$ cat src/rtl/psram_probe_pkg.sv
package psram_probe_pkg;

    localparam int SIZE_W = 24;

    localparam logic [7:0] CMD_QUAD_EXIT = 8'hF5;
    localparam logic [7:0] CMD_READ_ID   = 8'h9F;
    localparam logic [7:0] CMD_FILL      = 8'hFF;
    localparam logic [7:0] DIE_PASS      = 8'h5D;
    localparam logic [7:0] EID_LARGE     = 8'h26;

    localparam int ID_XFERS = 7;
    localparam int DIE_POS  = 5;
    localparam int EID_POS  = 6;

    typedef enum logic [2:0] {
        PS_IDLE,
        PS_WAIT,
        PS_QUAD,
        PS_GAP,
        PS_ID
    } probe_state_e;

    typedef struct packed {
        logic              present;
        logic [SIZE_W-1:0] bytes;
    } probe_result_t;

    function automatic logic [SIZE_W-1:0] mib(input int n);
        return SIZE_W'(n) << 20;
    endfunction

endpackage

$ cat src/rtl/probe_tick_gen.sv
module probe_tick_gen #(
    parameter int DIV = 30
) (
    input  logic clk,
    input  logic rst,
    input  logic clear,
    input  logic run,
    output logic tick
);
    localparam int HALF = DIV / 2;
    localparam int CW   = (HALF > 1) ? $clog2(HALF) : 1;
    localparam logic [CW-1:0] LAST = CW'(HALF - 1);

    logic [CW-1:0] cnt;

    always_ff @(posedge clk) begin
        if (rst || clear) begin
            cnt <= '0;
        end else if (run) begin
            cnt <= (cnt == LAST) ? '0 : cnt + 1'b1;
        end
    end

    assign tick = run && (cnt == LAST);

endmodule

$ cat src/rtl/probe_byte_shifter.sv
module probe_byte_shifter (
    input  logic       clk,
    input  logic       rst,
    input  logic       go,
    input  logic       quad,
    input  logic [7:0] tx_byte,
    input  logic [3:0] sd_i,
    input  logic       tick,
    output logic       active_o,
    output logic       sck_o,
    output logic [3:0] sd_o,
    output logic [7:0] rx_byte,
    output logic       byte_done
);
    logic       active;
    logic       sck;
    logic       quad_q;
    logic [7:0] tx_sh;
    logic [7:0] rx_sh;
    logic [2:0] cnt;
    logic [2:0] last;

    assign last = quad_q ? 3'd1 : 3'd7;

    always_ff @(posedge clk) begin
        if (rst) begin
            active <= 1'b0;
            sck    <= 1'b0;
            quad_q <= 1'b0;
            tx_sh  <= '0;
            rx_sh  <= '0;
            cnt    <= '0;
        end else if (go) begin
            active <= 1'b1;
            sck    <= 1'b0;
            quad_q <= quad;
            tx_sh  <= tx_byte;
            cnt    <= '0;
        end else if (active && tick) begin
            if (!sck) begin
                sck   <= 1'b1;
                rx_sh <= quad_q ? {rx_sh[3:0], sd_i} : {rx_sh[6:0], sd_i[1]};
            end else begin
                sck <= 1'b0;
                if (cnt == last) begin
                    active <= 1'b0;
                end else begin
                    cnt   <= cnt + 1'b1;
                    tx_sh <= quad_q ? {tx_sh[3:0], 4'h0} : {tx_sh[6:0], 1'b0};
                end
            end
        end
    end

    assign active_o  = active;
    assign sck_o     = sck;
    assign sd_o      = quad_q ? tx_sh[7:4] : {3'b000, tx_sh[7]};
    assign rx_byte   = rx_sh;
    assign byte_done = active && tick && sck && (cnt == last);


    sck_active_chk: assert property (@(posedge clk) disable iff (rst)
        $rose(sck_o) |-> $past(active));

endmodule

$ cat src/rtl/probe_id_decode.sv
module probe_id_decode
    import psram_probe_pkg::*;
(
    input  logic [7:0]    die_byte,
    input  logic [7:0]    eid_byte,
    output probe_result_t result
);
    logic [2:0] density;

    assign density = eid_byte[7:5];

    always_comb begin
        result = '0;
        if (die_byte == DIE_PASS) begin
            result.present = 1'b1;
            if (eid_byte == EID_LARGE || density == 3'd2) begin
                result.bytes = mib(8);
            end else if (density == 3'd0) begin
                result.bytes = mib(2);
            end else if (density == 3'd1) begin
                result.bytes = mib(4);
            end else begin
                result.bytes = mib(1);
            end
        end
    end

endmodule

$ cat src/rtl/psram_probe_seq.sv
module psram_probe_seq
    import psram_probe_pkg::*;
#(
    parameter int DIV        = 30,
    parameter int GAP_CYCLES = 30
) (
    input  logic              clk,
    input  logic              rst,
    input  logic              start_i,
    input  logic              busy_i,
    output logic              sck_o,
    output logic              csn_o,
    output logic [3:0]        sd_o,
    output logic [3:0]        sd_oe_o,
    input  logic [3:0]        sd_i,
    output logic              done_o,
    output logic              detected_o,
    output logic [SIZE_W-1:0] size_o
);
    localparam int GW = $clog2(GAP_CYCLES + 1);
    localparam logic [GW-1:0] GAP_LAST = GW'(GAP_CYCLES - 1);
    localparam logic [2:0]    IDX_DIE  = 3'(DIE_POS);
    localparam logic [2:0]    IDX_EID  = 3'(EID_POS);

    probe_state_e  state;
    logic          csn_q;
    logic [3:0]    oe_q;
    logic          go_q;
    logic          quad_q;
    logic [7:0]    tx_q;
    logic [2:0]    idx;
    logic [GW-1:0] gap_cnt;
    logic [7:0]    die_q;
    logic          done_q;
    probe_result_t res_q;
    probe_result_t res_dec;

    logic       tick;
    logic       sh_active;
    logic [7:0] rx_byte;
    logic       byte_done;

    probe_tick_gen #(.DIV(DIV)) u_tick (
        .clk   (clk),
        .rst   (rst),
        .clear (go_q),
        .run   (sh_active),
        .tick  (tick)
    );

    probe_byte_shifter u_shift (
        .clk       (clk),
        .rst       (rst),
        .go        (go_q),
        .quad      (quad_q),
        .tx_byte   (tx_q),
        .sd_i      (sd_i),
        .tick      (tick),
        .active_o  (sh_active),
        .sck_o     (sck_o),
        .sd_o      (sd_o),
        .rx_byte   (rx_byte),
        .byte_done (byte_done)
    );

    probe_id_decode u_dec (
        .die_byte (die_q),
        .eid_byte (rx_byte),
        .result   (res_dec)
    );

    always_ff @(posedge clk) begin
        if (rst) begin
            state   <= PS_IDLE;
            csn_q   <= 1'b1;
            oe_q    <= 4'h0;
            go_q    <= 1'b0;
            quad_q  <= 1'b0;
            tx_q    <= '0;
            idx     <= '0;
            gap_cnt <= '0;
            die_q   <= '0;
            done_q  <= 1'b0;
            res_q   <= '0;
        end else begin
            go_q   <= 1'b0;
            done_q <= 1'b0;
            case (state)
                PS_IDLE: begin
                    if (start_i) begin
                        res_q <= '0;
                        state <= PS_WAIT;
                    end
                end
                PS_WAIT: begin
                    if (!busy_i) begin
                        csn_q  <= 1'b0;
                        oe_q   <= 4'hF;
                        go_q   <= 1'b1;
                        quad_q <= 1'b1;
                        tx_q   <= CMD_QUAD_EXIT;
                        state  <= PS_QUAD;
                    end
                end
                PS_QUAD: begin
                    if (byte_done) begin
                        csn_q   <= 1'b1;
                        oe_q    <= 4'h0;
                        gap_cnt <= '0;
                        state   <= PS_GAP;
                    end
                end
                PS_GAP: begin
                    if (gap_cnt == GAP_LAST) begin
                        csn_q  <= 1'b0;
                        oe_q   <= 4'h1;
                        go_q   <= 1'b1;
                        quad_q <= 1'b0;
                        tx_q   <= CMD_READ_ID;
                        idx    <= '0;
                        state  <= PS_ID;
                    end else begin
                        gap_cnt <= gap_cnt + 1'b1;
                    end
                end
                PS_ID: begin
                    if (byte_done) begin
                        if (idx == IDX_DIE) begin
                            die_q <= rx_byte;
                        end
                        if (idx == IDX_EID) begin
                            csn_q  <= 1'b1;
                            oe_q   <= 4'h0;
                            done_q <= 1'b1;
                            res_q  <= res_dec;
                            state  <= PS_IDLE;
                        end else begin
                            idx  <= idx + 1'b1;
                            go_q <= 1'b1;
                            tx_q <= CMD_FILL;
                        end
                    end
                end
                default: state <= PS_IDLE;
            endcase
        end
    end

    assign csn_o      = csn_q;
    assign sd_oe_o    = oe_q;
    assign done_o     = done_q;
    assign detected_o = res_q.present;
    assign size_o     = res_q.bytes;


    done_pulse_chk: assert property (@(posedge clk) disable iff (rst)
        done_o |=> !done_o);


    hold_result_chk: assert property (@(posedge clk) disable iff (rst)
        (!done_o && !$past(start_i)) |-> ($stable(detected_o) && $stable(size_o)));


    absent_zero_chk: assert property (@(posedge clk) disable iff (rst)
        !detected_o |-> (size_o == '0));


    idle_sck_chk: assert property (@(posedge clk) disable iff (rst)
        csn_o |-> !sck_o);


    oe_frame_chk: assert property (@(posedge clk) disable iff (rst)
        (sd_oe_o != 4'h0) |-> !csn_o);


    busy_gate_chk: assert property (@(posedge clk) disable iff (rst)
        ($fell(csn_o) && sd_oe_o == 4'hF) |-> !$past(busy_i));

endmodule

$ cat config.mk
export PLATFORM = sky130hd
export DESIGN_NAME = psram_probe_seq
export DESIGN_NICKNAME = d
export VERILOG_FILES = /design/src/rtl/psram_probe_pkg.sv /design/src/rtl/probe_tick_gen.sv /design/src/rtl/probe_byte_shifter.sv /design/src/rtl/probe_id_decode.sv /design/src/rtl/psram_probe_seq.sv
export SDC_FILE = /design/constraint.sdc
export NUM_CORES = 1
export LEC_CHECK = 0
export BUFFER_PORTS_ARGS = -buffer_cell sky130_fd_sc_hd__clkbuf_2
export CAP_MARGIN = 5
export CORE_MARGIN = 3
export CORE_UTILIZATION = 40
export DETAILED_ROUTE_END_ITERATION = 8
export PLACE_DENSITY = 0.65
export SKIP_LAST_GASP = 1
export SLEW_MARGIN = 20
export SYNTH_ARGS = -nofsm -noshare
export SYNTH_HDL_FRONTEND = slang
export SYNTH_HIERARCHICAL = 1
export SYNTH_SLANG_ARGS = --single-unit
$ cat constraint.sdc
create_clock -name clk -period 2.2 [get_ports clk]
set_input_delay 0.22 -clock clk [delete_from_list [all_inputs] [get_ports clk]]
set_output_delay 0.22 -clock clk [all_outputs]
set_load 0.1 [all_outputs]
Word-level counts from Yosys, hierarchy flattened
Cells that the tools add are included.
Storage, ports and cells
  bits in registers: 86
  output and inout bits: 36
  word-level logic and storage cells: 142
Cells by class
  add/subtract/negate cells: 4
  eq/ne operators: 22
  multiplexer cells: 61
  bitwise gates (word level): 5
  reduce and logical (&&, ||, !) cells: 31
Operators by type and width (number)
  25-bit two-way mux: 4
  8-bit two-way mux: 10
  25-bit one-hot mux with 2 select lines: 1
  24-bit two-way mux: 2
  3-bit two-way mux: 10
  4-bit two-way mux: 7
  8-bit one-hot mux with 3 select lines: 1
  23-bit two-way mux: 1
  3-bit AND reduction: 7
  2-bit != test, second input constant: 9
  1-bit two-way mux: 16
  4-bit one-hot mux with 4 select lines: 1
  3-bit one-hot mux with 5 select lines: 1
  2-bit nonzero test: 7
  6-bit AND reduction: 2
  5-bit two-way mux: 2
  5-bit one-hot mux with 2 select lines: 1
  3-bit by 2-bit equality test with 1-bit output, second input constant: 3
  3-bit equality test, second input constant: 3
  8-bit by 6-bit equality test with 1-bit output, second input constant: 1
  8-bit by 7-bit equality test with 1-bit output, second input constant: 1
  4-bit AND reduction: 2
  3-bit by 1-bit adder with 3-bit output, second input constant: 2
  3-bit by 1-bit equality test with 1-bit output, second input constant: 2
  other kinds (18): 27

Logic depth before layout (Yosys ltp)
Gate-level depths: netlist of the first run.
  depth in word-level cells: 8
  depth in mapped cells: 9
  mapped depth without buffers: 9

Cells and area by module
The synthesis of the first run kept the hierarchy.
Modules (own cells, without submodules)
  psram_probe_seq: instances 1, cells each 263, area each 2297.2 µm², seq. area each 1061.0 µm²
  probe_byte_shifter: instances 1, cells each 115, area each 1074.8 µm², seq. area each 440.4 µm²
  probe_id_decode: instances 1, cells each 36, area each 259.0 µm², seq. area each 0.0 µm²
  probe_tick_gen: instances 1, cells each 22, area each 187.7 µm², seq. area each 80.1 µm²

Least setup slack after synthesis of the first run
Ideal clock, no wire load.
  kind: reg2reg
  start: register u_shift.sck, in the netlist u_shift/sck_o
  end: register res_q (netlist bit detected_o)
  arrival time: 2.763 ns
  data required time: 2.068 ns
  slack: -0.695 ns
  stages on the path, launching flop included: 8
  buffers on the path: 1
  clock period less this slack: 2.895 ns
  path through: dfxtp_1 nand3_1 nor2_1 nand4_4 a211o_1 clkbuf_1 nand2_1 a21oi_1
Between the ends
  word-level cells in the longest chain between the ends: 4
Ends and longest elaborated chain
  from (decl): line probe_byte_shifter.sv:16  | logic sck;
  from (signal assigned): line probe_byte_shifter.sv:28  | sck <= 1'b0;
  from (signal assigned): line probe_byte_shifter.sv:35  | sck <= 1'b0;
  from (signal assigned): line probe_byte_shifter.sv:41  | sck <= 1'b1;
  1-bit logical AND (2 in a row): line probe_byte_shifter.sv:59  | assign byte_done = active && tick && sck && (cnt == last);
  net byte_done: line psram_probe_seq.sv:41  | logic byte_done;
  2-bit != test (no source line)
  4-bit AND reduction (no source line)
  to (signal assigned): line psram_probe_seq.sv:135  | res_q <= res_dec;
  to (decl): line psram_probe_seq.sv:35  | probe_result_t res_q;
The timed path passes the listed nets, and every way through them passes these cells.
A chain may end at the register's enable or synchronous reset.

Final worst setup path of the first run
  start: register u_shift.cnt[2]
  end: register state[2]
Between the ends
  word-level cells in the longest chain between the ends: 4
Ends and longest elaborated chain
  from (decl): line probe_byte_shifter.sv:20  | logic [2:0] cnt;
  from (signal assigned): line probe_byte_shifter.sv:48  | cnt <= cnt + 1'b1;
  3-bit equality test (*): line probe_byte_shifter.sv:59
  1-bit logical AND (*): line probe_byte_shifter.sv:59
  net byte_done: line psram_probe_seq.sv:41
  2-bit != test (no source line)
  6-bit AND reduction (no source line) (*)
  to (signal assigned): line psram_probe_seq.sv:74  | state <= PS_IDLE;
  to (signal assigned): line psram_probe_seq.sv:92  | state <= PS_WAIT;
  to (signal assigned): line psram_probe_seq.sv:102  | state <= PS_QUAD;
  to (decl): line psram_probe_seq.sv:25  | probe_state_e state;
The timed path passes the listed nets; every way through them passes the cells marked *.

==> results of run 1 <==
==> cells by family after synthesis <==
logic type | share of synthesized area, %
AO/OA/AOI/OAI | 15.6
XOR/XNOR | 2.06
adder cells (fa/ha/maj) | 1.97
buffers and inverters | 8.95
flip-flops | 41.4
multiplexers | 7.40
other | 0.0982
AND/OR/NAND/NOR | 22.5
==> worst paths after layout <==
check,from,endpoint,depth (start not counted)
hold reg to reg,size_o[3],size_o[3],2
setup / recovery,u_shift/cnt[2],state[2],8
hold / removal,sd_i[3],u_shift/rx_byte[3],3
setup reg to reg,u_shift/cnt[2],state[2],8
==> tightest hold or removal path, cell delays in order <==
cell and delay (ns):
clkbuf_2 0.08, mux2i_1 0.13, a211oi_1 0.08
==> power groups by stage <==
stage,clock [uW],sequential [uW],combinational [uW]
floorplan,0,1620,355
global placement,0,1570,439
detailed placement,0,1570,447
CTS,1100,1540,450
global route,1160,1550,493
finish,1060,1540,449
==> through the flow <==
| stage | util (%) | power, uW | instance area [um^2] | hold slack (ns) | setup slack (ns) |
|---|---|---|---|---|---|
| finish | 46.7 | 3050 | 4310 | 0.211 | 0.176 |
| global route | 46.7 | 3210 | 4310 | 0.229 | 0.0241 |
| detailed placement | 44.2 | 2020 | 4090 | 0.444 | 0.0949 |
| global placement | 44.2 | 2010 | 4090 | 0.439 | 0.159 |
| CTS | 46.4 | 3090 | 4290 | 0.190 | 0.0919 |
| floorplan | - | 1970 | 3910 | 0.293 | 0.0209 |
==> layout make-up <==
class | instances | area [um^2]
fillers | 899 | 4930
repair buffers | 58 | 328
clock inverters | 7 | 73.8
flip-flops and latches | 79 | 1590
inverters | 11 | 41.3
well taps | 129 | 161
multi-input cells | 320 | 1990
clock buffers | 9 | 124
==> state kept, by name, indices dropped and copies added (netlist names), 2 cells and up <==
register	flops
u_shift/rx_byte	8
gap_cnt	5
idx	3
size_o	24
state	3
u_shift/cnt	3
tx_q	3
sd_oe_o	2
u_shift/tx_sh	8
die_q	8
u_tick/cnt	4
==> cells in the mapped netlist, types with 6 or more instances <==
master and instances:
buf_2 6, dfxtp_1 79, ha_1 6, nor3_1 7, clkbuf_1 10, mux2i_1 26
nand2b_1 6, o21ai_0 14, xor2_1 6, buf_4 23, nor2_1 50, a21oi_1 41
inv_1 11, nand2_1 41, nand3_1 27, a211oi_1 12
==> per-layer routing <==
metal  track usage [%]  vias to the layer above
li1                  -                     1568
met4              4.46                        0
met1              19.4                     1380
met2              23.3                       45
met3              4.67                        2
met5                 0                        -
==> timing repair <==
item / CTS / global route
buffers inserted: 0 / 1
endpoints found under the setup margin: 0 / 36
resized for setup: 0 / 6
==> summary.md, run 1 <==
Dividing the synthesized area by the synthesized cell count gives 8.76 um^2. Summed over all nets, the switching power comes to 926 uW. The tools report the highest clock frequency the design can meet as 0.494 GHz. For this run the aggregate overflow at the end of global routing stands at 0.

Entering global routing, the biggest net connects 45 pins. Counting the buffers created by CTS gives 9. Summed over its instances, the top area cell type makes up 41.4% of the synthesized netlist area. In this run, the number of DRC markers left after iteration 0 of detailed routing was 157.

The power density over the cells works out to 708 nW/um^2. For the final-report hold violation count, the log shows 0. The worst setup path is captured at a flip-flop. The cell area that synthesis handed to floorplanning was 3820 um^2. Per report_power, the combinational group accounts for 14.7% of the total. For this configuration, the core starts out at a cell density of 41.3%. Average wire length per cell after detail routing: 12.2 um.

The number of antenna violations at the first check in global routing was 0; the met1 routed wirelength after detailed routing was 3.74 mm. Setup repair after global routing left no endpoint under its margin. The clock drives 79 sinks.

In this design, the critical path's most frequently occurring cell is nor2_1. Input and output buffers added on the ports amount to 43. The largest stage delay on the critical path was 0.38 ns.

The tools report the leakage power as 0.00159 uW. Placed wire-length estimate: 5.23 mm. The number of nets with antenna violations after detailed routing is 0. Subtracting the final worst setup slack from the clock period gives 2.02 ns. Of the total power, registers draw 50.5%. The logs give 6 for the total of warnings raised by yosys and 44 for the number of top-level pins. The first detailed-routing pass ran for 4 iterations.

The clock tree root buffer cell was clkbuf_8. After detailed routing, the number of remaining DRC violations is 0. After floorplanning, the core was divided into 35 placement rows. Setup violations remaining at the end of the flow were counted as 0. For the number of vias in the routed layout, the log shows 2995. The most common cell after layout, fill and taps aside was dfxtp_1. In the routed layout, each cell is associated on average with a via count of 4.89. For the post-route clock skew, the log shows 0.00738 ns. For the die area, the log shows 10800 um^2.

The tools report the internal power component as 2130 uW. Data on the critical path arrives at its endpoint at 2.29 ns. The CTS clock-pin slew for the worst setup and hold paths was 0.08 ns; the final net count was 493.

The die is 104 um tall. The number of buffers and inverters on the critical path is 0. For the first-pass GRT wire length, the log shows 13.4 mm. The final layout contains routed wiring with a total length of 7.50 mm. Most area-hungry cell type in the Yosys netlist: dfxtp_1.

TritonCTS built the clock tree. The worst register-to-register path has a setup slack of 0.18 ns. The region available for standard cell placement spans 9240 um^2. Of all nets on the critical path, the largest fanout is 8. The top cell types in the final layout, fill and taps aside, are dfxtp_1, nor2_1, clkbuf_2, a21oi_1, nand2_1. The final weighted congestion of routability-driven global placement came out at 0.814. The count of final max-slew check failures is 0, and the switching share of power is 30.3%. Global routing consumed, over all layers together, 14.8% of the routing resources. The clock insertion delay at the later pin of the skew report is 0.35 ns. The critical path goes through and4bb_4 > nor2_1 > nor2_4 > mux2_2 > o22a_1 > nor2_1 > or3_1 > o31ai_1.

The data required time of the critical path is 2.46 ns. The detailed router used layers up to and including met4. In this run the worst hold path is classified as in2reg.

Sorting the synthesized cells by area gives the leading types as dfxtp_1, mux2i_1, a21oi_1. The post-synthesis sequential element count was 79. Summed over all nets, wire length on met3 after detailed routing comes to 300 um. The worst pin sits at a relative slew slack of 59.6%. The clock tree synthesis step divided the H-tree into 3 levels. Start-to-end type of the worst setup path: reg2reg. The tools report the peak ir drop on the vdd network as 0.429 mV. The logs give 3.42 mm for the met2 routed wirelength and 436 for the post-synthesis cell count. Relative to the synthesized area, the layout overhead comes to 12.9%.

The number of max-cap violations is 0, and the number of flops mapped to enable cells by yosys is 0. The share of total power dissipated in the clock network is 34.8%. No sink is reached through more buffers than the 2 on the longest clock path. For this run, the register share of the synthesized area comes to 41.4%. The number of antenna diodes in the final layout is 0. The die boundary width is 104 um.

After layout, the worst path uses 92.0% of the clock period. For the count of unique library cells instantiated by Yosys, the log shows 61. Type of origin of the critical path: a flip-flop. The transition time at the pin with the least slew margin is 0.605 ns. In the synthesized netlist the async set-or-reset flop fraction comes to 0%.

For the final routed database, the setup TNS stands at 0 ns. For the number of global-route vias before repair, the log shows 2855. Leaving out filler cells and counting taps, the final layout contains 613. The main flop type after synthesis is dfxtp_1. Gate family responsible for the most delay along the worst path: simple AND/OR/NAND/NOR gates.

Hold repair after CTS inserted 0 buffers. In the final layout, the share of cells above drive strength 1 is 19.8%. The placed cell count came out at 596. Slowest cell on the critical path: and4bb_4. The flow ran to the end, and the final reports show no timing, DRC or antenna violations.
Power figures use the tool's default switching activity.
==> inputs of run 2 (changes only) <==
- CELL_PAD_IN_SITES_DETAIL_PLACEMENT: not set -> 2
- CELL_PAD_IN_SITES_GLOBAL_PLACEMENT: not set -> 2
- CORE_UTILIZATION: 40 -> 31
- PLACE_DENSITY: 0.65 -> 0.8
- SYNTH_HIERARCHICAL: 1 -> not set
- TNS_END_PERCENT: not set -> 1
==> summary.md, run 2 <==
The worst-case clock buffer depth came out at 2 (unchanged). The post-synthesis cell count came out at 344 (was 436). The total length of routed wires was 8.22 mm (was 7.50 mm). The largest stage delay on the critical path was 0.48 ns (was 0.38 ns). The height of the die was 105 um (was 104 um). The type of origin of the critical path was a flip-flop (unchanged).

The total of fill cells in the finished design came out at 1079 (was 899). The run gives 44 (unchanged) as the number of top-level pins. The run gives 5.87 mm (was 5.23 mm) as the placed wire-length estimate.

Highest-count cells in the layout ignoring fill and taps: dfxtp_1, nor2_1, mux2i_1, a21oi_1, clkbuf_2 (was dfxtp_1, nor2_1, clkbuf_2, a21oi_1, nand2_1). The tools report the capture endpoint of the worst hold path as u_shift.rx_byte[0] (was u_shift/rx_byte[3]). The clock tree root buffer cell was clkbuf_8 (unchanged). Gate family responsible for the most delay along the worst path: compound AO/OA/AOI/OAI gates (was simple AND/OR/NAND/NOR gates). The area of the mapped netlist was 3050 um^2 (was 3820 um^2); the average wire length per cell after detail routing was 16.3 um (was 12.2 um).

For the peak ir drop on the vdd network, the log shows 0.376 mV (was 0.429 mV). Die boundary width: 105 um (was 104 um). Total negative slack for setup checks: 0 ns (unchanged). The run gives 2682 (was 2855) as the number of global-route vias before repair. The effective utilization at floorplan came out at 32.4% (was 41.3%). The post-synthesis sequential element count came out at 59 (was 79). Post-cts resize count: 0 (unchanged). The power density over the cells works out to 710 nW/um^2 (was 708 nW/um^2). The post-route clock skew was 0.00805 ns (was 0.00738 ns).

The most repeated library cell on the critical path was a211oi_1 (was nor2_1). The tools report the final net count as 384 (was 493). Leading post-synthesis cells by instance count: dfxtp_1, nor2_1, mux2i_1 (was dfxtp_1, nor2_1, a21oi_1, nand2_1, nand3_1). The detailed-route vias per instance is 5.04 (was 4.89), and the fraction of synthesis flops using an asynchronous set or reset pin is 0% (unchanged). The final weighted congestion of routability-driven global placement was 0.771 (was 0.814); the placeable core region was 9420 um^2 (was 9240 um^2). The tools report the hold buffer count at CTS as 0 (unchanged). TritonCTS built the clock tree. Kind of end point of the critical path: a flip-flop (unchanged).

The count of unique library cells instantiated by Yosys was 58 (was 61); the data required time of the critical path was 2.39 ns (was 2.46 ns). Setup repair after global routing left no endpoint under its margin. The start-to-end type of the worst setup path was reg2reg (unchanged). The mean post-synth cell area works out to 8.86 um^2 (was 8.76 um^2). The count of buffering cells on the critical path with inverters included was 1 (was 0). The run gives 1180 um^2 (was 1590 um^2) as the area taken by flip-flops and latches. The worst path arrival time is 2.17 ns (was 2.29 ns), and the CTS clock-pin slew for the worst setup and hold paths is 0.08 ns (about the same).

The number of flops mapped to enable cells by yosys is 0 (unchanged), and the violation count after the first detailed-route iteration is 55 (was 157). The register-to-register path setup slack was 0.22 ns (was 0.18 ns); the overall overflow remaining after global route was 0 (unchanged). The met1 usage is 19.4% (about the same).

The cell depth of the worst hold path was 3 (unchanged). The TritonCTS buffer count is 9 (unchanged), and the final-report hold violation count is 0 (unchanged). Slowest cell on the critical path: dfxtp_1 (was and4bb_4). The tools report the number of diodes added for antenna fixing as 0 (unchanged). For the post-placement setup slack, the log shows 0.256 ns (was 0.0949 ns). The count of final setup violators is 0 (unchanged), and the total setup buffers inserted after CTS is 0 (unchanged). The final critical-path share of the clock period works out to 90.0% (was 92.0%).

The number of nets with antenna violations after detailed routing is 0 (unchanged). The transition time at the pin with the least slew margin was 0.550 ns (was 0.605 ns); the clock insertion delay at the later pin of the skew report was 0.34 ns (was 0.35 ns). The first-pass GRT wire length was 13.7 mm (was 13.4 mm); the minimum clock period was 1.98 ns (was 2.02 ns).

For the highest clock frequency the design can meet, the log shows 0.505 GHz (was 0.494 GHz). The area occupied by multi-input gates is 1650 um^2 (was 1990 um^2), and the area fraction of the dominant cell type after synthesis is 38.8% (was 41.4%). The maximum number of pins on one net before global-route repair came out at 52 (was 45).

Beginning of the worst hold path: sd_i[0] (was sd_i[3]). The number of antenna violations at the first check in global routing is 0 (unchanged). The global router's overall resource usage came out at 15.4% (was 14.8%).

The reg-to-reg startpoint is u_shift.active_o (was u_shift/cnt[2]). The total of warnings raised by yosys came out at 0 (was 6). The flow ran to the end, and the final reports show no timing, DRC or antenna violations. Number of vias in the routed layout: 2539 (was 2995). For the area after detailed placement, the log shows 3250 um^2 (was 4090 um^2).

The detailed-route DRC error count was 0 (unchanged). The clock net sink count is 59 (was 79). Synth top area cells: dfxtp_1, mux2i_1, buf_4 (was dfxtp_1, mux2i_1, a21oi_1).

The run gives 38.8% (was 41.4%) as the sequential share of the synthesized area. The depth of the most critical reg-to-reg path was 6 (was 8). The proportion of layout cells with a drive suffix above 1 is 18.7% (was 19.8%). For the length of the first detailed-routing pass in iterations, the log shows 4 (unchanged). Met2 demand-to-capacity share in global routing: 25.9% (was 23.3%). The most area-hungry cell type in the Yosys netlist was dfxtp_1 (unchanged). Cell breakdown of the critical path: nand2_2 > nor4b_4 > buf_4 > a21oi_1 > a211oi_1 > a211oi_1 (was and4bb_4 > nor2_1 > nor2_4 > mux2_2 > o22a_1 > nor2_1 > or3_1 > o31ai_1).

The leakage power was 0.00138 uW (was 0.00159 uW); the worst max-slew margin expressed relative to the limit was 63.5% (was 59.6%). The count of final max-slew check failures is 0 (unchanged), and the summed area of non-filler cells in the final layout is 3450 um^2 (was 4310 um^2). The peak fanout along the critical path works out to 7 (was 8).

The type of the most critical hold path is in2reg (unchanged). The most utilized layer in the global route result is met2 (unchanged). The cell with the most instances after synthesis is dfxtp_1 (unchanged). The tools report the number of placement rows as 35 (unchanged). The die area was 11100 um^2 (was 10800 um^2).

The number of max-cap violations is 0 (unchanged), and the synthesis-to-finish area growth is 13.1% (was 12.9%). Met3 track demand over resource: 3.21% (was 4.67%). The tools report the depth of the CTS H-tree as 3 (unchanged). The main flop type after synthesis is dfxtp_1 (unchanged). Most common cell after layout, fill and taps aside: dfxtp_1 (unchanged). The tools report the final setup slack of the worst path as 0.219 ns (was 0.176 ns). The worst flop-to-flop path endpoint is sd_oe_o[0] (was state[2]).

The number of buffers added on ports came out at 23 (was 43).
==> run 2: cell types whose count changed in the layout (fill, tap and decap cells not counted), sizes merged, moves of 4 or more <==
cell and change:
or3 +4, o22ai +4, dfxtp -20, clkbuf -20, mux2 +5, a21oi -19
nor2 -12, nand2 -27, nand3 -19
==> run 2: area by class of cell <==
class,count,area share [%]
Multi-Input combinational cell,253,47.9
Sequential cell,59,34.3
Timing Repair Buffer,37,6.39
Tap cell,129,4.68
Clock buffer,9,3.59
Clock inverter,7,2.00
Inverter,10,1.09
==> run 2: logic make-up (layout without fill, tap and decap cells) <==
kind of cell | count (synthesis) | count (layout) | share of synthesized area, %
muxes | 35 | 35 | 12.0
AOI/OAI and AO/OA | 71 | 71 | 14.6
buffers and inverters | 51 | 63 | 9.36
and+or+nand+nor | 117 | 117 | 21.5
other | 1 | 20 | 0.123
xor gates and xnor gates | 4 | 4 | 1.15
adders and majority gates | 6 | 6 | 2.46
DFF | 59 | 59 | 38.8
==> run 2: worst min-delay path: stages <==
cell	delay, ns
clkbuf_2	0.08
mux2i_1	0.12
a211oi_1	0.08
==> run 2: how the worst max path moves through the flow <==
stage	startpoint	end	slack [ns]	depth (start not counted)
3_5_place_dp	u_shift.active_o	u_shift.tx_sh[7]	0.26	6
4_1_cts	u_shift.quad_q	u_shift.tx_sh[7]	0.23	5
2_1_floorplan	u_shift.sck_o	size_o[20]	0.03	5
5_1_grt	u_shift.quad_q	u_shift.tx_sh[5]	0.08	5
3_3_place_gp	u_shift.active_o	size_o[21]	0.34	5
6_report	u_shift.active_o	sd_oe_o[0]	0.22	6
==> run 2: where the power goes <==
group          switching, uW  internal (uW)
Combinational            294           62.0
Clock                    471            518
Sequential              16.1           1090
Total                    781           1670
==> run 2: through the flow <==
step | hold WS, ns | utilization (%) | total power, uW | std cells
detailed placement | 0.474 | 34.6 | 1480 | 488
CTS | 0.196 | 36.6 | 2480 | 504
global placement | 0.450 | 34.6 | 1470 | 488
finish | 0.209 | 36.6 | 2450 | 504
floorplan | 0.404 | - | 1450 | 363
global route | 0.253 | 36.6 | 2550 | 504
==> run 2: per-layer routing <==
metal / vias up / wire length, um
met1: 1253 / 3840
met4: 0 / 119
met3: 9 / 215
li1: 1233 / -
met2: 44 / 4050
met5: - / 0
==> inputs of run 3 (changes only) <==
- CORE_UTILIZATION: 31 -> 37
- PLACE_DENSITY: 0.8 -> 0.89
- clock period: 2.2 -> 2.31 ns (I/O delays scaled with it)
==> summary.md, run 3 (same netlist as run 2, synthesis figures left out) <==
The placeable core region came out at 7850 um^2 (was 9420 um^2). The average wire length per cell after detail routing is 21.0 um (was 16.3 um). The maximum number of pins on one net before global-route repair is 52 (unchanged), and the count of buffering cells on the critical path with inverters included is 1 (unchanged). The peak fanout along the critical path works out to 13 (was 7). The tools report the length of the first detailed-routing pass in iterations as 4 (unchanged).

The detailed-route DRC error count is 0 (unchanged). Most common cell after layout, fill and taps aside: dfxtp_1 (unchanged). The logs give 21.6% (was 15.4%) for the global router's overall resource usage and 0.131 ns (was 0.256 ns) for the post-placement setup slack. The height of the die was 96.7 um (was 105 um).

The number of buffers added on ports works out to 23 (unchanged). Type of origin of the critical path: a flip-flop (unchanged). For the placed wire-length estimate, the log shows 6.02 mm (was 5.87 mm). Type of the most critical hold path: in2reg (unchanged). The depth of the most critical reg-to-reg path is 5 (was 6), and the area occupied by multi-input gates is 1660 um^2 (was 1650 um^2).

The transition time at the pin with the least slew margin is 0.556 ns (was 0.550 ns), and the placed cell count is 455 (was 488). The CTS clock-pin slew for the worst setup and hold paths is 0.07 ns (was 0.08 ns), and the register-to-register path setup slack is 0.05 ns (was 0.22 ns). Highest-count cells in the layout ignoring fill and taps: dfxtp_1, nor2_1, mux2i_1, a21oi_1, clkbuf_2 (unchanged). The run gives 471 (was 504) as the post-route non-filler standard cell count. The final-report hold violation count was 0 (unchanged). Worst-case clock buffer depth: 2 (unchanged). The synthesis-to-finish area growth came out at 12.9% (was 13.1%).

The tools report the count of final max-slew check failures as 0 (unchanged). The tools report the reg-to-reg startpoint as state[0] (was u_shift.active_o). The worst flop-to-flop path endpoint is tx_q[6] (was sd_oe_o[0]). Area taken by flip-flops and latches: 1180 um^2 (unchanged). The cell depth of the worst hold path was 3 (unchanged); the final setup slack of the worst path was 0.0513 ns (was 0.219 ns). The run gives 0 (unchanged) as the number of diodes added for antenna fixing. TritonCTS built the clock tree. For the final weighted congestion of routability-driven global placement, the log shows 0.755 (was 0.771). The tools report the overall overflow remaining after global route as 0 (unchanged). Start-to-end type of the worst setup path: reg2reg (unchanged). Setup repair after global routing could not meet its margin everywhere. Number of nets with antenna violations after detailed routing: 0 (unchanged).

The final critical-path share of the clock period works out to 97.8% (was 90.0%). The flow ran to the end, and the final reports show no timing, DRC or antenna violations. Data required time of the critical path: 2.52 ns (was 2.39 ns). The power density over the cells is 765 nW/um^2 (was 710 nW/um^2), and the die area is 9360 um^2 (was 11100 um^2). The clock insertion delay at the later pin of the skew report came out at 0.35 ns (was 0.34 ns).

The clock tree root buffer cell is clkbuf_8 (unchanged). The tools report the total of fill cells in the finished design as 885 (was 1079). Kind of end point of the critical path: a flip-flop (unchanged). The number of placement rows came out at 32 (was 35). The post-layout utilization of the core came out at 43.8% (was 36.6%). The number of top-level pins came out at 44 (unchanged).

The violation count after the first detailed-route iteration came out at 98 (was 55). Number of antenna violations at the first check in global routing: 0 (unchanged). The minimum clock period was 2.26 ns (was 1.98 ns); the worst max-slew margin expressed relative to the limit was 62.9% (was 63.5%). TritonCTS buffer count: 9 (unchanged). For the number of max-cap violations, the log shows 0 (unchanged). The number of vias in the routed layout is 2605 (was 2539), and the proportion of layout cells with a drive suffix above 1 is 17.3% (was 18.7%).

The largest stage delay on the critical path was 0.63 ns (was 0.48 ns). The total length of routed wires is 9.91 mm (was 8.22 mm), and the leakage power is 0.00139 uW (was 0.00138 uW). Gate family responsible for the most delay along the worst path: compound AO/OA/AOI/OAI gates (unchanged). The tools report the number of global-route vias before repair as 2921 (was 2682). The post-route clock skew came out at 0.00888 ns (was 0.00805 ns). The peak ir drop on the vdd network was 0.365 mV (was 0.376 mV); the hold buffer count at CTS was 0 (unchanged).

The detailed-route vias per instance was 5.53 (was 5.04). The depth of the CTS H-tree came out at 3 (unchanged). The logs give 2.47 ns (was 2.17 ns) for the worst path arrival time and 0.443 GHz (was 0.505 GHz) for the highest clock frequency the design can meet. The count of final setup violators is 0 (unchanged), and the effective utilization at floorplan is 38.8% (was 32.4%).

The die boundary width came out at 96.7 um (was 105 um). The beginning of the worst hold path was sd_i[3] (was sd_i[0]). The slowest cell on the critical path was dfxtp_1 (unchanged).

The tools report the post-route total power as 2630 uW (was 2450 uW). Cell breakdown of the critical path: inv_1 > nor2_1 > o21ai_0 > a221o_1 > a211oi_1 (was nand2_2 > nor4b_4 > buf_4 > a21oi_1 > a211oi_1 > a211oi_1). The run gives 16.3 mm (was 13.7 mm) as the first-pass GRT wire length.

The capture endpoint of the worst hold path is u_shift.rx_byte[3] (was u_shift.rx_byte[0]). The tools report the clock net sink count as 59 (unchanged). Final net count: 378 (was 384).
## run 3: area by class of cell
cell class | instances | area share, %
clock inverters | 4 | 2.76
multi-input cells | 253 | 48.2
flip-flops and latches | 59 | 34.4
well taps | 102 | 3.71
repair buffers | 31 | 5.09
clock buffers | 12 | 4.80
inverters | 10 | 1.09
## run 3: worst max-delay path by stage
| stage | start | endpoint | cells after the start |
|---|---|---|---|
| after floorplan | u_shift.sck_o | size_o[20] | 5 |
| after global placement | state[0] | size_o[22] | 5 |
| after detailed placement | state[0] | size_o[22] | 5 |
| after CTS | u_shift.active_o | u_shift.tx_sh[1] | 6 |
| after global routing | u_shift.active_o | u_shift.tx_sh[1] | 6 |
| final | state[0] | tx_q[6] | 5 |
## run 3: metrics by stage
step / instance area (um^2) / setup TNS, ns / hold WS (ns)
2_1_floorplan: 3120 / 0 / 0.415
3_3_place_gp: 3170 / 0 / 0.445
3_5_place_dp: 3170 / 0 / 0.482
4_1_cts: 3430 / 0 / 0.207
5_1_grt: 3440 / -0.109 / 0.229
6_report: 3440 / 0 / 0.217
## run 3: worst reg2reg max path: stages (launching register included)
cell      delay [ns]
dfxtp_1         0.63
inv_1           0.27
nor2_1          0.21
o21ai_0         0.13
a221o_1         0.43
a211oi_1        0.45
## run 3: layer usage
layer	share of wire [%]	routed length, um	global-route usage, %	up-vias
li1	-	-	-	1215
met1	42	4210	25.6	1299
met2	51	5020	37.6	63
met3	3.6	356	5.41	28
met4	3.3	327	8.21	0
met5	0	0	0	-
## run 3: power by group
part           internal [uW]  switching [uW]  total, uW
clock                    804             439       1240
sequential              1030            22.8       1060
combinational           52.4             280        333
total                   1890             742       2630
## run 3: timing repair
item / 4_1_cts / 5_1_grt
gates resized for setup: 0 / 1
setup buffers: 0 / 0
endpoints found under the hold margin: 0 / 0
setup endpoints to repair: 0 / 2
